File: src/rtl/secret_once_store.sv
module secret_once_store #(
  parameter int unsigned NWORDS = 8,
  parameter int unsigned WORD_W = 32,
  parameter logic [NWORDS*WORD_W-1:0] SECRET =
    256'h0f1e2d3c_4b5a6978_8796a5b4_c3d2e1f0_13579bdf_2468ace0_deadbeef_cafef00d,
  localparam int unsigned LANES = WORD_W / 8,
  localparam int unsigned AW = (NWORDS > 1) ? $clog2(NWORDS) : 1
) (
  input  logic              clk,
  input  logic              por_n,
  input  logic              fw_mode,
  input  logic              rd_req,
  input  logic [AW-1:0]     rd_addr,
  input  logic [LANES-1:0]  rd_be,
  output logic              rd_valid,
  output logic [WORD_W-1:0] rd_data
);

  logic [WORD_W-1:0] word_q [NWORDS];
  logic [NWORDS-1:0] used_q;
  logic [WORD_W-1:0] lane_mask;
  logic [WORD_W-1:0] word_sel;
  logic              addr_ok;
  logic              take;

  assign addr_ok = 32'(rd_addr) < NWORDS;
  assign take    = rd_req && fw_mode && addr_ok;

  for (genvar k = 0; k < LANES; k++) begin : g_lane
    assign lane_mask[8*k +: 8] = {8{rd_be[k]}};
  end

  always_comb begin
    word_sel = '0;
    if (addr_ok && !used_q[rd_addr]) word_sel = word_q[rd_addr];
  end

  for (genvar i = 0; i < NWORDS; i++) begin : g_word
    always_ff @(posedge clk or negedge por_n) begin
      if (!por_n) begin
        word_q[i] <= SECRET[WORD_W*i +: WORD_W];
        used_q[i] <= 1'b0;
      end else if (take && 32'(rd_addr) == i) begin
        word_q[i] <= '0;
        used_q[i] <= 1'b1;
      end
    end
  end

  always_ff @(posedge clk or negedge por_n) begin
    if (!por_n) begin
      rd_valid <= 1'b0;
      rd_data  <= '0;
    end else begin
      rd_valid <= rd_req;
      rd_data  <= take ? (word_sel & lane_mask) : '0;
    end
  end

endmodule


File: config.mk
export PLATFORM = sky130hd
export DESIGN_NAME = secret_once_store
export DESIGN_NICKNAME = d
export VERILOG_FILES = /design/src/rtl/secret_once_store.sv
export SDC_FILE = /design/constraint.sdc
export NUM_CORES = 1
export LEC_CHECK = 0
export BUFFER_PORTS_ARGS = -buffer_cell sky130_fd_sc_hd__buf_2
export CAP_MARGIN = 30
export CORE_UTILIZATION = 48
export DETAILED_ROUTE_END_ITERATION = 10
export GPL_TIMING_DRIVEN = 0
export PLACE_DENSITY = 0.75
export RECOVER_POWER = 25
export SETUP_SLACK_MARGIN = 0.3
export SYNTH_ARGS = -nofsm -noshare
export SYNTH_HDL_FRONTEND = slang
export SYNTH_SLANG_ARGS = --single-unit
export TNS_END_PERCENT = 10
File: constraint.sdc
create_clock -name clk -period 1.4 [get_ports clk]
set_input_delay 0.14 -clock clk [delete_from_list [all_inputs] [get_ports clk]]
set_output_delay 0.14 -clock clk [all_outputs]
set_load 0.05 [all_outputs]
After elaboration in Yosys (flattened, before gate mapping)

Cells that the tools add are included.

Register bits: 179
Input bits: 11
Output and inout port bits: 33
Logic and storage cells: 46

Magnitude comparators: 2
Eq/ne operators: 7
Mux-type cells: 7
Bitwise gates (word level): 2
Reductions and logical operators: 10

Operator list:

| kind                                                                 | number |
|---|---|
| 32-bit 2-to-1 mux                                                    | 4 |
| 32-bit binary-select mux with 3-bit select                           | 1 |
| 32-bit bitwise AND                                                   | 1 |
| 3-bit == test, second input constant                                 | 4 |
| 1-bit logical AND                                                    | 9 |
| 3-bit by 2-bit == test with 1-bit output, second input constant      | 2 |
| 4-bit >= comparator, second input constant                           | 1 |
| 3-bit by 4-bit < comparator with 1-bit output, second input constant | 1 |
| 3-bit NOT with 4-bit output                                          | 1 |
| 1-bit binary-select mux with 3-bit select                            | 1 |
| 3-bit by 1-bit == test with 1-bit output, second input constant      | 1 |
| 3-bit logical NOT                                                    | 1 |
| 1-bit 2-to-1 mux                                                     | 1 |

Logic depth before layout (Yosys ltp)

Gate-level depths: netlist of run 1.

Depth after elaboration: 7
Gate-level depth with buffers: 7
Depth with buffers taken out: 4

Least setup slack after synthesis of run 1

No wires, ideal clock.

Path kind: input to register
Start point: in rd_addr[1]
End point: reg rd_data[20]
Setup time: 0.141 ns
Arrival time: 1.210 ns
Data required time: 1.259 ns
Setup slack: 0.048 ns
Stages on the path: 5
Buffers on the path: 1
Cell sequence: buf_4 -> mux2i_1 -> mux4_2 -> nand4_1 -> a21oi_1

Cells in the longest elaborated chain, start to end: 7
Elaborated cells on any way between the ends: 9
Those cells by class: mux: 7; bitwise: 2

RTL lines:

| item                                                 | line | RTL |
|---|---|---|
| start: declaration                                   | 13   | `input logic [AW-1:0] rd_addr,` |
| 3-bit NOT with 4-bit output (not written as such)    | 35   | `if (addr_ok && !used_q[rd_addr]) word_sel = word_q[rd_addr];` |
| 32-bit binary-select mux with 3-bit select           | 35   |  |
| 32-bit 2-to-1 mux (not written as such) (2 in a row) | 35   |  |
| 32-bit 2-to-1 mux *                                  | 35   |  |
| 32-bit bitwise AND *                                 | 56   | `rd_data <= take ? (word_sel & lane_mask) : '0;` |
| 32-bit 2-to-1 mux *                                  | 56   |  |
| end signal: assignment                               | 56   |  |
| end: declaration                                     | 16   | `output logic [WORD_W-1:0] rd_data` |

Every way passes the cells marked *; elsewhere a longest branch is shown, timed or not. The select of a mux whose other input is x is not followed.
A chain may end at the register's enable or synchronous reset.

Worst setup path in the final report of run 1

Start point: reg used_q[5]
End point: reg rd_data[21]

Cells in the longest elaborated chain, start to end: 5

RTL lines:

| item                                      | line | RTL |
|---|---|---|
| start: declaration                        | 20   | `logic [NWORDS-1:0] used_q;` |
| start signal: indexed assignment          | 42   | `used_q[i] <= 1'b0;` |
| start signal: indexed assignment          | 45   | `used_q[i] <= 1'b1;` |
| 1-bit binary-select mux with 3-bit select | 35   |  |
| 1-bit 2-to-1 mux (not written as such)    | 35   |  |
| 32-bit 2-to-1 mux                         | 35   |  |
| 32-bit bitwise AND                        | 56   |  |
| 32-bit 2-to-1 mux                         | 56   |  |

Every way passes these cells. The select of a mux whose other input is x is not followed.

==> results of run 1 <==
==> worst max-delay path by stage <==
stage	endpoint	slack, ns
after floorplan	rd_data[20]$_DFF_PN0_	0.08
after global placement	rd_data[5]$_DFF_PN0_	-0.16
after detailed placement	rd_data[13]$_DFF_PN0_	-0.18
after CTS	rd_data[7]$_DFF_PN0_	-0.06
after global routing	rd_data[21]$_DFF_PN0_	-0.13
final	rd_data[21]$_DFF_PN0_	-0.08
==> metal layers <==
metal | up-vias | global-route usage, % | part of all wire (%)
met1 | 686 | 25.08 | 43
li1 | 676 | - | -
met5 | - | 0 | 0
met4 | 0 | 9.840 | 1.4
met3 | 4 | 4.138 | 5.5
met2 | 54 | 32.91 | 50
==> stage by stage <==
step | worst slack, ns | utilization (%) | power (uW)
finish | -0.07714 | 65.48 | 2871
global route | -0.1317 | 65.48 | 2980
CTS | -0.06449 | 64.49 | 2883
detailed placement | -0.1828 | 59.68 | 1756
global placement | -0.1560 | 58.96 | 1740
floorplan | 0.08055 | - | 1652
==> state kept, by name, indices dropped and copies added (netlist names) <==
| signal | cells |
|---|---|
| rd_data | 31 |
| word_q | 8 |
| used_q | 8 |
| rd_valid | 1 |
==> cells by family (layout without fill, tap and decap cells) <==
family | count (synthesis) | after routing | synth area share [%]
simple gates | 70 | 70 | 20.32
mux | 12 | 12 | 6.857
compound gates | 29 | 29 | 8.318
flops | 48 | 48 | 61.46
buf+inv | 11 | 62 | 3.047
==> synthesized netlist by cell type, types with 2 or more instances <==
cell type	instances
mux2i_1	9
o21bai_1	2
nor2b_1	7
nand2_1	11
nand4_1	2
dfstp_2	8
a21o_1	2
nand3b_1	3
nand2b_1	4
a21oi_1	18
nand3_1	3
and2_1	4
buf_2	3
buf_1	2
inv_1	3
o21ai_0	4
mux2_2	2
buf_4	2
dfrtp_1	40
or2_2	4
nor2_1	22
nand4_4	2
==> critical path, stage by stage, from the launching register on <==
cell and delay [ns]:
dfrtp_1 0.35, mux2i_1 0.07, mux4_2 0.59, nand4_1 0.14
buf_6 0.15, nor2_1 0.05
==> cells in the final DEF (no fill, tap or decap), types with 4 or more instances in the layout <==
master	synthesis	final
nand2b_1	4	4
dfstp_2	8	8
buf_6	1	4
a21oi_1	18	13
nor2_1	22	22
or2_2	4	4
nand2_1	11	11
buf_2	3	43
mux2i_1	9	8
o21ai_0	4	4
a21oi_2	0	5
clkbuf_8	0	5
nor2b_1	7	7
dfrtp_1	40	40
==> layout make-up <==
class / instances / area, um2 / area share (%)
clock inverter: 2 / 60.06 / 2.414
inverter: 3 / 11.26 / 0.4527
buffer: 8 / 57.56 / 2.314
clock buffer: 5 / 68.82 / 2.767
tap: 48 / 60.06 / 2.414
multi-input combinational: 111 / 752.0 / 30.23
timing repair buffer: 44 / 266.5 / 10.71
sequential: 48 / 1211 / 48.69
==> where the power goes <==
group          total [uW]  switching [uW]  leakage [uW]  internal, uW
Combinational         280             173      0.000492           107
Clock                1130             424     0.0000642           702
Sequential           1460            24.6      0.000609          1440
Total                2870             622       0.00117          2250
==> timing repair <==
item | 4_1_cts | 5_1_grt
pin swaps | 8 | 6
hold endpoints to repair | 13 | 0
hold buffers | 1 | 0
buffers inserted | 1 | 0
endpoints found under the setup margin | 32 | 33
gates resized for setup | 10 | 8
==> metrics.txt, run 1 <==
post-route cell area 2487 um2; worst-path maximum fanout 7; Synth Flop Type dfrtp_1; HP Class primary input to register; CP Capture Type register; routability cong. 0.8742; Worst-path clk slew 0.08 ns; post-synth top area share 50.79%; post-layout min period ~1.5 ns; slew at the pin closest to its max-slew limit ~0.55 ns; Fmax 0.6770 GHz; first-pass GRT wire length 6437 um; syn_nets 181; yosys warns 0; worst reg2reg path depth 5; Mapped Area roughly 2000 um2; vias 1420; post-synth cell types 35; Final Hold Violating Endpoints 0; Post-Syn Instances 170; Seq/Total Area, Yosys 61.46%; Routed WL 3965 um; Worst setup SP type register; clock sinks 48; wire per inst ~15 um; Num CTS Buffers 5; fin cells 269; Root Buffer clkbuf_8; drt drc 0; Initial Util around half; ANT cells 0; area delta synth->final 26.22%; grt total ovfl 0; final layout net count between 200 and 250; vias in the first global route 1382; RSZ-0062 raised after global routing yes; Cell Area, Placed 2267 um2; fin worst setup slack -0.07714 ns; largest net degree at the start of global routing 28; die area 4366 um2; flop-to-flop setup slack -0.08 ns; DRT Pass-1 Iters 4; die height between 60 and 70 um; Global Route Usage Sum around a fifth; Slew headroom 63.59%; io pins 44; via/cell ratio 5.279; P_leak 0.001165 uW; Yosys reg bits between 40 and 50; Worst setup startpoint used_q[5]$_DFFE_PN0P_; share of cells above drive strength 1 38.91%; violated checks setup timing; hold path start rd_req; max cap viols 0; cell count of the worst hold path 1; Setup Viol. Count Final 23; fillers between 300 and 400; placed cells 260; worst clock skew 0.002479 ns; Peak supply drop 777.6 uV; Reg2Reg Launch Point used_q[5]$_DFFE_PN0P_; core area roughly 3800 um2; Rows 22; critical path class register to register; port buffer count 41; initial antenna violation count 0; CTS tree built; HPWL Detailed 2793 um; worst reg2reg endpoint rd_data[21]$_DFF_PN0_; WP data required 1.58 ns; TNS Setup -0.8016 ns; clk_lat worst skew ~0.30 ns; Die X 66.08 um; hold endpoint rd_valid$_DFF_PN0_; clock tree buffer depth 2; Async S/R FF share, synth 100.0%; starting DRC count in detailed routing 102; largest area contributor in the netlist dfrtp_1; CP Data Arrival Time 1.66 ns; Pwr Density 1154 nW/um2; Max Slew Vio Count 0; final hold slack around 0.08 ns; main area contributors after synthesis dfrtp_1, dfstp_2, a21oi_1; Final ANT Viol Nets 0; number of flops mapped to enable cells by yosys 0; outcome finished, violations left; Avg Cell Area, Syn 11.59 um2; final worst-path cycle share 105.5%; H-tree Lvls 2
No activity file was read; power rests on OpenSTA's default activity.
==> inputs of run 2 (changes only) <==
--- a/config.mk
+++ b/config.mk
@@ -10,6 +10,7 @@
 export CORE_UTILIZATION = 48
 export DETAILED_ROUTE_END_ITERATION = 10
 export GPL_TIMING_DRIVEN = 0
+export MAX_ROUTING_LAYER = met4
 export PLACE_DENSITY = 0.75
 export RECOVER_POWER = 25
 export SETUP_SLACK_MARGIN = 0.3
==> metrics.txt, run 2 (synthesized netlist as in run 1, its figures left out) <==
die area 4366 um2 (unchanged); hold path start rd_req; worst reg2reg endpoint rd_data[19]$_DFF_PN0_; Routed WL 3961 um (-0.10%); io pins 44 (unchanged); Final Hold Violating Endpoints 0 (unchanged); hold endpoint rd_valid$_DFF_PN0_; Rows 22 (unchanged); clock tree buffer depth 2 (unchanged); first-pass GRT wire length 6451 um (+0.22%); worst reg2reg path depth 5 (unchanged); port buffer count 41 (unchanged); Worst-path clk slew 0.08 ns (about the same); critical path class register to register; max cap viols 0 (unchanged); Die X 66.08 um (unchanged); RSZ-0062 raised after global routing yes; worst clock skew 0.002963 ns (+0.0004845 ns); Fmax 0.6785 GHz (+0.22%); overall power 2867 uW (-0.17%); Largest register FFs 31 (unchanged); die height 66.08 um (unchanged); vias in the first global route 1384 (+0.14%); share of cells above drive strength 1 38.91% (unchanged); Slew headroom 63.73% (+0.14 points); Root Buffer clkbuf_8; Global Route Usage Sum 20.65% (+0.59 points); core area 3799 um2 (unchanged); clock sinks 48 (unchanged); routability cong. 0.8886 (+1.6%); drt drc 0 (unchanged); HPWL Detailed 2793 um (unchanged); post-layout min period 1.474 ns (-0.003264 ns); initial antenna violation count 0 (unchanged); worst-path maximum fanout 7 (unchanged); HP Class primary input to register; via/cell ratio 5.271 (-0.14%); Final ANT Viol Nets 0 (unchanged); violated checks setup timing; post-place setup slack -0.1828 ns (unchanged); WP data required 1.58 ns (about the same); ANT cells 0 (unchanged); Num CTS Buffers 5 (unchanged); cell count of the worst hold path 1 (unchanged); vias 1418 (-0.14%); wire per inst 14.72 um (-0.10%); Initial Util 51.88% (unchanged); flop-to-flop setup slack -0.07 ns (about the same); Max Slew Vio Count 0 (unchanged); Peak supply drop 777.4 uV (about the same); grt total ovfl 0 (unchanged); clk_lat worst skew 0.30 ns (about the same); biggest regs rd_data (31), used_q (8), word_q (8); CP Data Arrival Time 1.65 ns (about the same); largest net degree at the start of global routing 28 (unchanged); DRT Pass-1 Iters 4 (unchanged); Setup Viol. Count Final 23 (unchanged); CP Capture Type register; Reg2Reg Launch Point used_q[5]$_DFFE_PN0P_; starting DRC count in detailed routing 105 (+2.9%); Pwr Density 1152 nW/um2 (-0.17%); Worst setup SP type register; P_leak 0.001165 uW (unchanged); slew at the pin closest to its max-slew limit 0.5440 ns (-0.002131 ns); final layout net count 232 (unchanged); commonest non-fill, non-tap cell in the layout buf_2; H-tree Lvls 2 (unchanged); CTS tree built; outcome finished, violations left; most flop-heavy register rd_data; fin worst setup slack -0.07388 ns (+0.003264 ns); most frequent cells in the layout buf_2, dfrtp_1, nor2_1; final worst-path cycle share 105.3% (-0.23 points); area delta synth->final 26.22% (unchanged)
==> run 2: power breakdown <==
part	leakage (uW)	internal, uW	switching (uW)
Clock	0.0000642	702	420
Combinational	0.000492	107	173
Sequential	0.000609	1440	24.3
Total	0.00117	2250	617
==> run 2: worst max path at each step <==
| stage | cells after the start | start | end |
|---|---|---|---|
| finish | 5 | used_q[5]$_DFFE_PN0P_ | rd_data[19]$_DFF_PN0_ |
| global route | 5 | used_q[5]$_DFFE_PN0P_ | rd_data[21]$_DFF_PN0_ |
| CTS | 4 | used_q[3]$_DFFE_PN0P_ | rd_data[7]$_DFF_PN0_ |
| detailed placement | 5 | rd_addr[0] | rd_data[13]$_DFF_PN0_ |
| global placement | 5 | rd_addr[0] | rd_data[5]$_DFF_PN0_ |
| floorplan | 4 | used_q[7]$_DFFE_PN0P_ | rd_data[20]$_DFF_PN0_ |
==> run 2: layout make-up <==
cell class                      count  area (um2)
Sequential cell                    48        1211
Fill cell                         303        1311
Clock buffer                        5       68.82
Clock inverter                      2       60.06
Tap cell                           48       60.06
Inverter                            3       11.26
Timing Repair Buffer               44       266.5
Buffer                              8       57.56
Multi-Input combinational cell    111       752.0
==> run 2: routing by layer <==
metal / global-route usage, % / part of all wire (%) / up-vias
li1: - / - / 676
met1: 25.20 / 43 / 683
met2: 32.91 / 50 / 55
met3: 4.138 / 5.7 / 4
met4: 9.840 / 1.4 / 0
met5: - / 0 / -
==> run 2: metrics by stage <==
step                hold slack (ns)  instance area, um2  cells  setup TNS, ns  util (%)
floorplan                   -0.1556                1974    170              0         -
global placement             0.3550                2240    259         -1.773     58.96
detailed placement           0.1568                2267    260         -2.237     59.68
CTS                         0.06503                2450    269        -0.8240     64.49
global route                0.07818                2487    269         -2.375     65.48
finish                      0.08213                2487    269        -0.6817     65.48
==> run 2: worst max-delay path, stage by stage (launching register included) <==
cell,delay (ns)
dfrtp_1,0.35
mux2i_1,0.07
mux4_2,0.59
nand4_1,0.14
buf_6,0.15
a21oi_1,0.04
==> run 2: timing repair <==
action	CTS	global route
buffers inserted	1	0
resized for setup	10	8
endpoints found under the hold margin	13	0
hold buffers	1	0
setup endpoints to repair	32	33
pin swaps	8	6
